File: src/rtl/fr_pkg.sv
package fr_pkg;

  typedef enum logic [1:0] {
    OP_PROG  = 2'd0,
    OP_ERASE = 2'd1,
    OP_RDSR  = 2'd2,
    OP_RDARR = 2'd3
  } fr_op_e;

  // Protection rule: low blocks need unlock; in EW1 the code block and
  // the top (vector) block are also off limits.
  function automatic logic fr_refuse(input logic ew1, input logic unlock,
                                     input int unsigned blk,
                                     input int unsigned code_blk,
                                     input int unsigned top_blk);
    return (blk < 2 && !unlock) || (ew1 && (blk == code_blk || blk == top_blk));
  endfunction

  function automatic logic [7:0] fr_status(input logic ready, input logic eerr,
                                           input logic perr);
    return {ready, 1'b0, eerr, perr, 4'b0000};
  endfunction

endpackage

File: src/rtl/fr_mode_regs.sv
module fr_mode_regs (
  input  logic       clk,
  input  logic       rst_n,
  input  logic       we,
  input  logic       sel,
  input  logic [7:0] wdata,
  input  logic       irq,
  input  logic       erasing,
  output logic       rewrite_en,
  output logic       ew1,
  output logic       unlock,
  output logic       susp_en,
  output logic       susp_req
);
  logic prev0_zero, prev1_zero;
  logic irq_susp;

  assign irq_susp = ew1 && susp_en && erasing && irq;

  always_ff @(posedge clk) begin
    if (!rst_n) begin
      rewrite_en <= 1'b0;
      ew1        <= 1'b0;
      unlock     <= 1'b0;
      susp_en    <= 1'b0;
      susp_req   <= 1'b0;
      prev0_zero <= 1'b0;
      prev1_zero <= 1'b0;
    end else begin
      if (we && !sel) begin
        prev0_zero <= !wdata[0];
        rewrite_en <= wdata[0] && (rewrite_en || prev0_zero);
        if (!wdata[0] || (!rewrite_en && prev0_zero)) ew1 <= 1'b0;
        susp_en    <= wdata[1];
        susp_req   <= wdata[2];
      end
      if (we && sel) begin
        prev1_zero <= !wdata[0];
        ew1        <= wdata[0] && rewrite_en && (ew1 || prev1_zero);
        unlock     <= wdata[1];
      end
      if (irq_susp) susp_req <= 1'b1;
    end
  end

  assert_arm_seq_R1: assert property (@(posedge clk) disable iff (!rst_n)
    (we && !sel && wdata[0] && !rewrite_en && !prev0_zero) |=> !rewrite_en);

  assert_enter_ew0_R2: assert property (@(posedge clk) disable iff (!rst_n)
    $rose(rewrite_en) |-> !ew1);

  assert_irq_request_R11: assert property (@(posedge clk) disable iff (!rst_n)
    irq_susp |=> susp_req);
endmodule

File: src/rtl/fr_guard.sv
module fr_guard #(
  parameter int ADDR_W      = 6,
  parameter int BLK_WORDS_W = 3
) (
  input  logic [ADDR_W-1:0]             addr,
  input  logic                          ew1,
  input  logic                          unlock,
  input  logic [ADDR_W-BLK_WORDS_W-1:0] code_blk,
  output logic                          refuse
);
  localparam int BLK_W   = ADDR_W - BLK_WORDS_W;
  localparam int TOP_BLK = (1 << BLK_W) - 1;

  logic [BLK_W-1:0] blk;
  assign blk    = addr[ADDR_W-1:BLK_WORDS_W];
  assign refuse = fr_pkg::fr_refuse(ew1, unlock, 32'(blk), 32'(code_blk),
                                    32'(TOP_BLK));
endmodule

File: src/rtl/fr_sequencer.sv
module fr_sequencer #(
  parameter int PROG_CYC  = 4,
  parameter int ERASE_CYC = 20,
  parameter int SUSP_LAT  = 3
) (
  input  logic clk,
  input  logic rst_n,
  input  logic go,
  input  logic go_erase,
  input  logic bad,
  input  logic bad_erase,
  input  logic rdsr,
  input  logic rdarr,
  input  logic ew1,
  input  logic susp_en,
  input  logic susp_req,
  output logic ready,
  output logic erasing,
  output logic susp_flag,
  output logic done,
  output logic op_erase,
  output logic prog_err,
  output logic erase_err,
  output logic status_mode
);
  localparam int MAXC  = (PROG_CYC > ERASE_CYC) ? PROG_CYC : ERASE_CYC;
  localparam int CNT_W = $clog2(MAXC + 1);
  localparam int LAT_W = $clog2(SUSP_LAT + 1);

  logic             busy;
  logic [CNT_W-1:0] cnt;
  logic [LAT_W-1:0] lat;
  logic             susp_arm;
  logic             susp_hit;

  assign ready    = !busy;
  assign erasing  = busy && op_erase;
  assign done     = busy && !susp_flag && cnt == CNT_W'(1);
  assign susp_arm = erasing && !susp_flag && !done && susp_en && susp_req;
  assign susp_hit = susp_arm && lat == LAT_W'(SUSP_LAT - 1);

  always_ff @(posedge clk) begin
    if (!rst_n) begin
      busy      <= 1'b0;
      op_erase  <= 1'b0;
      cnt       <= '0;
      lat       <= '0;
      susp_flag <= 1'b0;
    end else if (go) begin
      busy      <= 1'b1;
      op_erase  <= go_erase;
      cnt       <= go_erase ? CNT_W'(ERASE_CYC) : CNT_W'(PROG_CYC);
      lat       <= '0;
      susp_flag <= 1'b0;
    end else if (busy) begin
      if (susp_flag) begin
        if (!susp_req) susp_flag <= 1'b0;
      end else begin
        if (done) busy <= 1'b0;
        else      cnt  <= cnt - CNT_W'(1);
        if (susp_hit)      begin susp_flag <= 1'b1; lat <= '0; end
        else if (susp_arm) lat <= lat + LAT_W'(1);
        else               lat <= '0;
      end
    end
  end

  always_ff @(posedge clk) begin
    if (!rst_n) begin
      prog_err    <= 1'b0;
      erase_err   <= 1'b0;
      status_mode <= 1'b0;
    end else begin
      if (go) begin
        prog_err  <= 1'b0;
        erase_err <= 1'b0;
      end else if (bad) begin
        if (bad_erase) erase_err <= 1'b1;
        else           prog_err  <= 1'b1;
      end
      if (done)          status_mode <= !ew1;
      else if (susp_hit) status_mode <= 1'b0;
      else if (rdsr)     status_mode <= 1'b1;
      else if (rdarr)    status_mode <= 1'b0;
    end
  end

  assert_susp_in_erase_R9: assert property (@(posedge clk) disable iff (!rst_n)
    $rose(susp_flag) |-> (busy && op_erase));

  assert_susp_holds_busy_R9: assert property (@(posedge clk) disable iff (!rst_n)
    susp_flag |-> !ready);
endmodule

File: src/rtl/flash_rewrite_ctrl.sv
module flash_rewrite_ctrl #(
  parameter int ADDR_W      = 6,
  parameter int BLK_WORDS_W = 3,
  parameter int DATA_W      = 8,
  parameter int PROG_CYC    = 4,
  parameter int ERASE_CYC   = 20,
  parameter int SUSP_LAT    = 3
) (
  input  logic                          clk,
  input  logic                          rst_n,
  input  logic                          reg_we,
  input  logic                          reg_sel,
  input  logic [7:0]                    reg_wdata,
  output logic [7:0]                    ctl0_rd,
  output logic [7:0]                    ctl1_rd,
  input  logic                          cmd_valid,
  input  logic [1:0]                    cmd_op,
  input  logic [ADDR_W-1:0]             cmd_addr,
  input  logic [DATA_W-1:0]             cmd_data,
  input  logic [ADDR_W-BLK_WORDS_W-1:0] code_blk,
  input  logic                          irq_req,
  input  logic [ADDR_W-1:0]             rd_addr,
  output logic [DATA_W-1:0]             rd_data,
  output logic                          rd_valid,
  output logic                          rd_status_sel
);
  import fr_pkg::*;
  localparam int WORDS = 1 << ADDR_W;

  logic rewrite_en, ew1, unlock, susp_en, susp_req;
  logic ready, erasing, susp_flag, done, op_erase;
  logic prog_err, erase_err, status_mode;
  logic refuse, accept, is_wr, go, bad, rdsr, rdarr;
  logic [ADDR_W-1:0] op_addr;
  logic [DATA_W-1:0] op_data;
  logic [DATA_W-1:0] mem [WORDS];

  fr_mode_regs u_regs (
    .clk, .rst_n, .we(reg_we), .sel(reg_sel), .wdata(reg_wdata),
    .irq(irq_req), .erasing, .rewrite_en, .ew1, .unlock, .susp_en, .susp_req
  );

  fr_guard #(.ADDR_W(ADDR_W), .BLK_WORDS_W(BLK_WORDS_W)) u_guard (
    .addr(cmd_addr), .ew1, .unlock, .code_blk, .refuse
  );

  assign accept = cmd_valid && rewrite_en && ready;
  assign is_wr  = cmd_op == OP_PROG || cmd_op == OP_ERASE;
  assign go     = accept && is_wr && !refuse;
  assign bad    = accept && is_wr && refuse;
  assign rdsr   = accept && cmd_op == OP_RDSR && !ew1;
  assign rdarr  = accept && cmd_op == OP_RDARR;

  fr_sequencer #(.PROG_CYC(PROG_CYC), .ERASE_CYC(ERASE_CYC),
                 .SUSP_LAT(SUSP_LAT)) u_seq (
    .clk, .rst_n, .go, .go_erase(cmd_op == OP_ERASE), .bad,
    .bad_erase(cmd_op == OP_ERASE), .rdsr, .rdarr, .ew1, .susp_en, .susp_req,
    .ready, .erasing, .susp_flag, .done, .op_erase, .prog_err, .erase_err,
    .status_mode
  );

  always_ff @(posedge clk) begin
    if (!rst_n) begin
      op_addr <= '0;
      op_data <= '0;
    end else if (go) begin
      op_addr <= cmd_addr;
      op_data <= cmd_data;
    end
  end

  always_ff @(posedge clk) begin
    if (!rst_n) begin
      for (int w = 0; w < WORDS; w++) mem[w] <= '1;
    end else if (done && !op_erase) begin
      mem[op_addr] <= op_data;
    end else if (done && op_erase) begin
      for (int w = 0; w < WORDS; w++)
        if ((ADDR_W'(w) >> BLK_WORDS_W) == (op_addr >> BLK_WORDS_W)) mem[w] <= '1;
    end
  end

  assign ctl0_rd = {erase_err, prog_err, ready, 1'b0, susp_flag, susp_req,
                    susp_en, rewrite_en};
  assign ctl1_rd = {6'b0, unlock, ew1};
  assign rd_status_sel = status_mode;
  assign rd_valid = ready || susp_flag;
  assign rd_data  = status_mode ? DATA_W'(fr_status(ready, erase_err, prog_err))
                                : mem[rd_addr];

  assert_accept_busy_R4: assert property (@(posedge clk) disable iff (!rst_n)
    go |=> !ready);

  assert_refuse_flags_R7: assert property (@(posedge clk) disable iff (!rst_n)
    bad |=> (prog_err || erase_err) && ready);
endmodule

File: config.mk
export PLATFORM = sky130hd
export DESIGN_NAME = flash_rewrite_ctrl
export DESIGN_NICKNAME = d
export VERILOG_FILES = /design/src/rtl/fr_pkg.sv /design/src/rtl/fr_mode_regs.sv /design/src/rtl/fr_guard.sv /design/src/rtl/fr_sequencer.sv /design/src/rtl/flash_rewrite_ctrl.sv
export SDC_FILE = /design/constraint.sdc
export NUM_CORES = 1
export LEC_CHECK = 0
export BUFFER_PORTS_ARGS = -buffer_cell sky130_fd_sc_hd__clkbuf_2
export CORE_UTILIZATION = 68
export CTS_CLUSTER_DIAMETER = 200
export CTS_CLUSTER_SIZE = 8
export DETAILED_ROUTE_END_ITERATION = 12
export GPL_ROUTABILITY_DRIVEN = 0
export GPL_TIMING_DRIVEN = 0
export PLACE_DENSITY = 0.82
export SYNTH_ARGS = -nofsm -noshare
export SYNTH_HDL_FRONTEND = slang
export SYNTH_SLANG_ARGS = --single-unit
File: constraint.sdc
create_clock -name clk -period 7.35 [get_ports clk]
set_clock_uncertainty 0.05 [all_clocks]
set_input_delay 0.735 -clock clk [delete_from_list [all_inputs] [get_ports clk]]
set_output_delay 0.735 -clock clk [all_outputs]
set_load 0.005 [all_outputs]
==> results, run 1 <==
- The synthesized netlist devotes 15.75% of its cell area to simple gates.
- The TritonCTS clock tree is done.
- At the placement stage, the worst setup path has a slack of 2.924 ns.
- The required time at the endpoint of the critical path is 6.57 ns.
- Entering global routing, the biggest net connects 11 pins.
- During placement, the flow inserted port buffers numbering 47.
- For this block, the initial DRC count from the detailed router was about 3300.
- Overall power consumption after layout is estimated at ~6.9 mW.
- The final design utilization is between 70 and 80%.
- The worst setup path is captured at an output pin.
- The initial core utilization is 69.35%.
- Detailed placement finished with a half-perimeter wire length of between 50000 and 60000 um.
- Measured against its own limit, the worst slew margin works out to -0.6347%.
- The total CTS buffers is between 70 and 80.
- In the finished design, the share of the clock period the worst path needs comes to around two thirds.
- Of the post-synthesis cell area, the part taken by muxes is between 10% and 20%.
- In the final routed layout, each cell accounts on average for ~33 um.
- The number of standard-cell rows in the floorplan is 70.
- The Yosys step of the flow raised 0 warnings.
- Summing the areas of all xor and xnor instances in the mapped netlist gives 0.1373% of the synthesized area.
- The TritonCTS sink count is ~550.
- The library cell used most frequently in the layout, excluding fill and tap cells, is sky130_fd_sc_hd__or3_1.
- The count of different cell masters after synthesis is 55.
- IR analysis of the VDD net gives a maximum drop of 0.1974 mV.
- The worst hold slack is about 0.31 ns.
- During I/O placement, the number of pins put on the boundary was 65.
- The first detailed-routing pass ran for 7 iterations.
- After synthesis, the largest family of logic cells by area is simple AND/OR/NAND/NOR gates.
- Ranked by total cell area, the synthesized netlist is headed by sky130_fd_sc_hd__edfxtp_1, sky130_fd_sc_hd__or3_1, sky130_fd_sc_hd__mux4_2.
- Among all flip-flop cells after synthesis, the most frequent one is sky130_fd_sc_hd__edfxtp_1.
- Synthesis handed over a netlist of between 1500 and 2000 instances.
- The first global-routing pass estimated ~120000 um of wire.
- The total detailed-routing wirelength is roughly 80000 um.
- Adding up every negative setup slack in the final design gives 0 ns.
- The number of max-capacitance violations reported is 2.
- In the routed design, unresolved DRC markers number 0.
- The multi-input combinational cell area is about 8400 um2.
- The maximum operating frequency is 205.2 MHz.
- The buffers inserted during post-CTS setup optimization is 0.
- The floorplan step set the die height to 195.7 um.
- The number of failing setup endpoints in the final timing report is 0.
- The worst register-to-register path begins at u_seq.cnt[0].
- The type of the most critical hold path is in -> reg.
- The synthesized design contains 512 enable-type register cells.
- The post-layout worst setup margin is about 2.5 ns.
- Compared with the post-synthesis result, the final layout area differs by 11.97%.
- The number of hold-repair buffers added at the cts stage is 0.
- The final reports fail on capacitance limit, slew limit.
- The count of final hold-check violations is 0.
- The proportion of netlist area held by the largest area contributor is 60.26%.
- The transition time of the tightest slew-check pin is about 1.5 ns.
- The run finished, with violations left.
- The clock period could shrink to about 4.9 ns.
- Data arrives at the worst endpoint at ~4.1 ns.
- The number of antenna violations at the first check in global routing is 4.
- The analysis attributes to cell leakage a power of between 6 and 7 nW.
- In the synthesized netlist the async set-or-reset flop fraction comes to 0%.
- The highest fanout seen on the critical path is 10.
- Summing every instance area after synthesis gives 25510 um2.
- The slowest cell on the critical path is sky130_fd_sc_hd__buf_1.
- The max-slew violation count is 1.
- On the critical path the largest part of the delay comes from buffers and inverters.
- Summed over all layers, the global routing overflow is 0.
- Global routing used around 43% of the available tracks.
- The tree is rooted in a sky130_fd_sc_hd__clkbuf_16.
- The area of the core is between 30000 and 40000 um2.
- The largest incremental delay on the critical path is between 1 and 1.5 ns.
- The part of the Yosys area used for sequential elements is a little over three fifths.
- The clock reaches the later pin of the worst-skew pair after ~0.6 ns.
- The number of filler instances in the final layout is 2049.
- The floorplan die width is approximately 200 um.
- The synthesized design contains approximately 550 register bits.
- Using the TritonRoute via totals, the vias-per-cell ratio works out to about 7.7.
- For this run, the post-layout net count is 2006.
- In this run the number of H-tree levels came out at 3.
- The critical path goes through buf_2 -> buf_1 -> and2_1 -> clkbuf_1 -> a22oi_1 -> a21oi_1 -> nor2_1 -> nand3_1 -> clkbuf_2.
- Across the whole layout, storage elements account for between 15000 and 20000 um2.
- Setup repair after global routing left no endpoint under its margin.
- The floorplan step defined a die boundary enclosing between 30000 and 40000 um2.
- The compound-gate portion of the synthesized area is roughly 4.3%.
- The category of the critical setup timing path is in -> out.
- The post-cts repair resize count is 0.
- The total via count in the routed design is approximately 19000.
- The number of global-route vias before repair was approximately 18000.
- After Yosys synthesis, full adders, half adders and majority gates account for 0.1471% of the synthesized area.
- STA classifies the critical path startpoint as an input pin.
- The startpoint identified for the worst hold timing path is reg_wdata[0].
- Averaged over all synthesized cells, the footprint is 14.03 um2.
- The share of final-layout standard cells stronger than drive strength 1 is between 15 and 20%.
- The largest total area in the synthesized netlist belongs to sky130_fd_sc_hd__edfxtp_1.
- The number of buffers and inverters on the critical path is 4.
- The critical path starts at rd_addr[2].
- In this run the remaining antenna-violating nets after routing total 0.
- The maximum buffer depth of the clock tree is 3.
- Dividing total power by cell area gives a power density of between 200 and 250 nW/um2.
- Clock-pin slew was measured on the worst setup and hold paths at 0.05 ns.
- Leaving out fill and tap cells, the most frequent cells in the layout are sky130_fd_sc_hd__or3_1, sky130_fd_sc_hd__edfxtp_1, sky130_fd_sc_hd__clkbuf_1.
-- cell families (layout without fill, tap and decap cells) --
| group | Yosys count | count (layout) |
|---|---|---|
| AND/OR/NAND/NOR | 669 | 669 |
| flip-flops | 546 | 546 |
| buffers and inverters | 258 | 410 |
| AO/OA/AOI/OAI | 176 | 176 |
| multiplexers | 161 | 161 |
| XOR/XNOR | 4 | 4 |
| adder cells (fa/ha/maj) | 3 | 3 |
| other | 1 | 10 |
-- final timing paths --
check	end	slack, ns	cells past startpoint
hold / removal	u_regs.prev1_zero	0.31	2
setup / recovery	rd_data[0]	2.48	9
hold reg to reg	u_regs.unlock	0.43	2
setup reg to reg	mem[28][2]	3.41	7
-- metal layers --
layer  global-route usage, %  wire (um)
met2                   62.45      35110
met5                  0.1277         29
met4                   27.03       6371
met1                   55.28      25670
met3                   18.08      14630
-- layout make-up --
class | count | area share, %
Buffer | 247 | 3.535
Antenna cell | 3 | 0.02628
Inverter | 11 | 0.1445
Timing Repair Buffer | 60 | 1.121
Tap cell | 468 | 2.050
Sequential cell | 546 | 56.21
Clock buffer | 88 | 7.262
Clock inverter | 4 | 0.1489
Multi-Input combinational cell | 1020 | 29.51
-- sequential cells by signal (all words and copies together) (netlist names) --
name	flops
u_seq.busy	1
u_regs.rewrite_en	1
u_seq.erase_err	1
u_seq.susp_flag	1
op_addr	6
u_regs.ew1	1
u_seq.status_mode	1
u_seq.op_erase	1
u_seq.prog_err	1
u_seq.lat	2
u_regs.susp_en	1
u_regs.unlock	1
u_regs.prev1_zero	1
u_regs.prev0_zero	1
op_data	8
u_regs.susp_req	1
u_seq.cnt	5
mem	512
-- through the flow --
| stage | area [um2] | std cells |
|---|---|---|
| after floorplan | 25530 | 1824 |
| after global placement | 26360 | 2339 |
| after detailed placement | 26370 | 2342 |
| after CTS | 28490 | 2434 |
| after global routing | 28560 | 2445 |
| final | 28560 | 2447 |
-- power by group --
part | internal, mW | switching [mW] | leakage [nW]
clock network | 1.96 | 1.29 | 1.04
registers | 3.40 | 0.00196 | 3.74
logic | 0.0785 | 0.214 | 2.20
total | 5.44 | 1.51 | 6.98
-- synth_stat cells (8+ instances only) --
master and count:
sky130_fd_sc_hd__o21ai_0 78, sky130_fd_sc_hd__nor2_1 28, sky130_fd_sc_hd__or3_1 516, sky130_fd_sc_hd__nor3_1 17, sky130_fd_sc_hd__nand3_1 15, sky130_fd_sc_hd__a22o_1 20
sky130_fd_sc_hd__dfxtp_1 34, sky130_fd_sc_hd__mux4_2 128, sky130_fd_sc_hd__mux2i_1 30, sky130_fd_sc_hd__a21oi_1 27, sky130_fd_sc_hd__nand2_1 54, sky130_fd_sc_hd__buf_4 16
sky130_fd_sc_hd__inv_1 11, sky130_fd_sc_hd__a22oi_1 23, sky130_fd_sc_hd__clkbuf_1 206, sky130_fd_sc_hd__o21a_1 8, sky130_fd_sc_hd__buf_2 18, sky130_fd_sc_hd__edfxtp_1 512
(Power assumes the default switching activity.)
==> run 2: changes to the inputs <==
CORE_UTILIZATION = 57   (was 68)
PLACE_DENSITY = 0.73   (was 0.82)
clock period = 4.35 ns   (was 7.35 ns; I/O delays follow)
==> results, run 2 (synthesis results as in run 1) <==
- Adding up every negative setup slack in the final design gives 0 ns.
- Of the cells placed in the final design, the portion with a size suffix greater than 1 is 15.92%.
- The first-pass GRT wire length is between 100000 and 150000 um.
- The startpoint of the most critical register-to-register path is u_seq.cnt[0].
- The core region is approximately 44000 um2.
- The post-cts repair resize count is 0.
- The total detailed-routing wirelength is around 83000 um.
- The flow ran to the end, but the final reports show violations.
- In the final layout, the registers with the most flip-flops are mem: 512 flops, op_data: 8 flops, op_addr: 6 flops.
- More flip-flops sit in one register than any other, and that register is mem.
- The TritonCTS sink count is 546.
- The count of final hold-check violations was 0.
- The category of the critical setup timing path is in -> out.
- The first-iteration detailed-routing DRC count is between 3000 and 4000.
- The total overflow left after global routing is 0.
- The count of TritonRoute iterations in the first routing pass is 7.
- The transition time of the tightest slew-check pin is approximately 1.5 ns.
- TritonCTS built the clock tree.
- The startpoint identified for the worst hold timing path is cmd_data[0].
- The maximum buffer depth of the clock tree is 3.
- The growth of design area from synthesis to finish is 12.47%.
- The flip-flop count of the largest register after layout is 512.
- Summing all non-filler instances in the final layout gives an area of around 29000 um2.
- The H-tree was split into 3 levels.
- Leaving out fill and tap cells, the most frequent cells in the layout are sky130_fd_sc_hd__or3_1, sky130_fd_sc_hd__edfxtp_1, sky130_fd_sc_hd__clkbuf_1.
- The count of port buffers added during placement is 47.
- The initial utilization of the core area, before any placement, comes to 57.69%.
- The endpoint type of the worst setup path is an output pin.
- Based on the critical path, the design can be clocked at up to approximately 240 MHz.
- The source-to-sink clock delay at the later pin of the worst-skew pair is approximately 0.6 ns.
- The setup check on the worst reg-to-reg path leaves a slack of approximately 0.47 ns.
- Setup repair after global routing left no endpoint under its margin.
- After detailed routing, the average wire length per cell comes to around 32 um.
- The worst-case headroom to the max-slew limit is -0.5722%.
- The clock root buffer master is sky130_fd_sc_hd__clkbuf_16.
- Across the run, the number of max-cap violations was 2.
- The total DRC errors in the routed layout is 0.
- Across every metal layer, demand over resource in global routing totals around 37%.
- The die is around 210 um tall.
- The via count normalized by instance count is between 7 and 8.
- For this design, the CTS-stage hold fixing added 0 buffers.
- The clock period could shrink to a little over 4 ns.
- The worst hold path passes through 3 cells.
- The buffers inserted during post-CTS setup optimization is 0.
- In this run the worst path has a maximum fanout of 10.
- The most frequent standard cell in the layout excluding fill and tap cells is sky130_fd_sc_hd__or3_1.
- The type of element launching the critical path is an input pin.
- The fraction of the cycle the final worst path needs is 94.25%.
- The clock slew at the register clock pins of the worst setup and hold paths is ~0.05 ns.
- The total via count in the routed design is 18270.
- For the worst setup path, the data required time is between 3 and 4 ns.
- The checks that failed: capacitance limit, slew limit.
- The maximum number of pins on one net before global-route repair is 11.
- Once placement finished, the instance area stood at 26540 um2.
- The endpoint identified for the worst register-to-register timing path is mem[28][2].
- The number of clock buffers added by TritonCTS is between 70 and 80.
- The analysis attributes to cell leakage a power of between 6 and 7 nW.
- The number of failing setup endpoints in the final timing report is 0.
- The sink of the worst hold path is op_data[0].
- The total power divided by cell area is roughly 410 nW/um2.
- The number of antenna violations at the first check in global routing is 3.
- The placed wire-length estimate is ~57000 um.
- The count of boundary I/O pins is between 60 and 70.
- The detail route stage leaves a number of antenna-violating nets equal to 0.
- The total number of nets in the final design is ~2000.
- The die covers 45610 um2.
- The data arrival time of the critical path is 3.61 ns.
- The type of the most critical hold path is in -> reg.
- The depth of the worst register-to-register path is 7.
- The max-slew violation count is 1.
- For this run, the share of the core covered by cells in the final layout is between 60% and 70%.
- VDD sags by at most 0.2960 mV.
- The number of standard-cell rows in the floorplan is between 70 and 80.
- The number of global-route vias before repair is 17710.
- The floorplan die width is about 210 um.
-- run 2: critical path: stages --
cell	delay (ns)
sky130_fd_sc_hd__clkbuf_1	0.31
sky130_fd_sc_hd__buf_2	0.47
sky130_fd_sc_hd__buf_2	0.62
sky130_fd_sc_hd__mux4_2	0.61
sky130_fd_sc_hd__a22oi_1	0.30
sky130_fd_sc_hd__a21oi_1	0.11
sky130_fd_sc_hd__nor2_1	0.41
sky130_fd_sc_hd__nand3_1	0.17
sky130_fd_sc_hd__clkbuf_2	0.15
-- run 2: layout make-up --
| class | count | area (um2) |
|---|---|---|
| Antenna cell | 2 | 5.005 |
| Buffer | 247 | 1010 |
| Clock buffer | 95 | 2079 |
| Clock inverter | 5 | 43.79 |
| Fill cell | 3151 | 15530 |
| Inverter | 11 | 41.29 |
| Multi-Input combinational cell | 1020 | 8428 |
| Sequential cell | 546 | 16060 |
| Tap cell | 592 | 740.7 |
| Timing Repair Buffer | 55 | 290.3 |
-- run 2: through the flow --
stage	std cells	setup WS, ns	hold slack (ns)	total power [mW]
finish	2573	0.2502	0.02041	11.73
global placement	2463	0.4497	0.4202	6.298
detailed placement	2467	0.3843	0.4316	6.309
floorplan	1824	1.691	0.3997	6.113
global route	2572	0.2381	0.02868	11.92
CTS	2567	0.3846	0.01008	11.67
-- run 2: layer usage --
metal  global-route usage, %  vias up  routed length, um
li1                        -     7337                  -
met1                   48.67     8928              28170
met2                   55.12     1658              36330
met3                   12.46      343              12560
met4                   21.16        2               5462
met5                       0        -                 28
-- run 2: how the worst max path moves through the flow --
stage	end	slack [ns]	cells after the start	start
5_1_grt	rd_data[3]	0.24	9	rd_addr[0]
4_1_cts	rd_data[0]	0.38	9	rd_addr[0]
2_1_floorplan	mem[56][0]	1.69	7	u_seq.cnt[0]
6_report	rd_data[3]	0.25	9	rd_addr[0]
3_5_place_dp	rd_data[0]	0.38	9	rd_addr[0]
3_3_place_gp	rd_data[3]	0.45	9	rd_addr[0]
-- run 2: where the power goes --
part	switching [mW]	internal, mW
Sequential	0.00338	5.74
Clock	2.19	3.31
Combinational	0.358	0.131
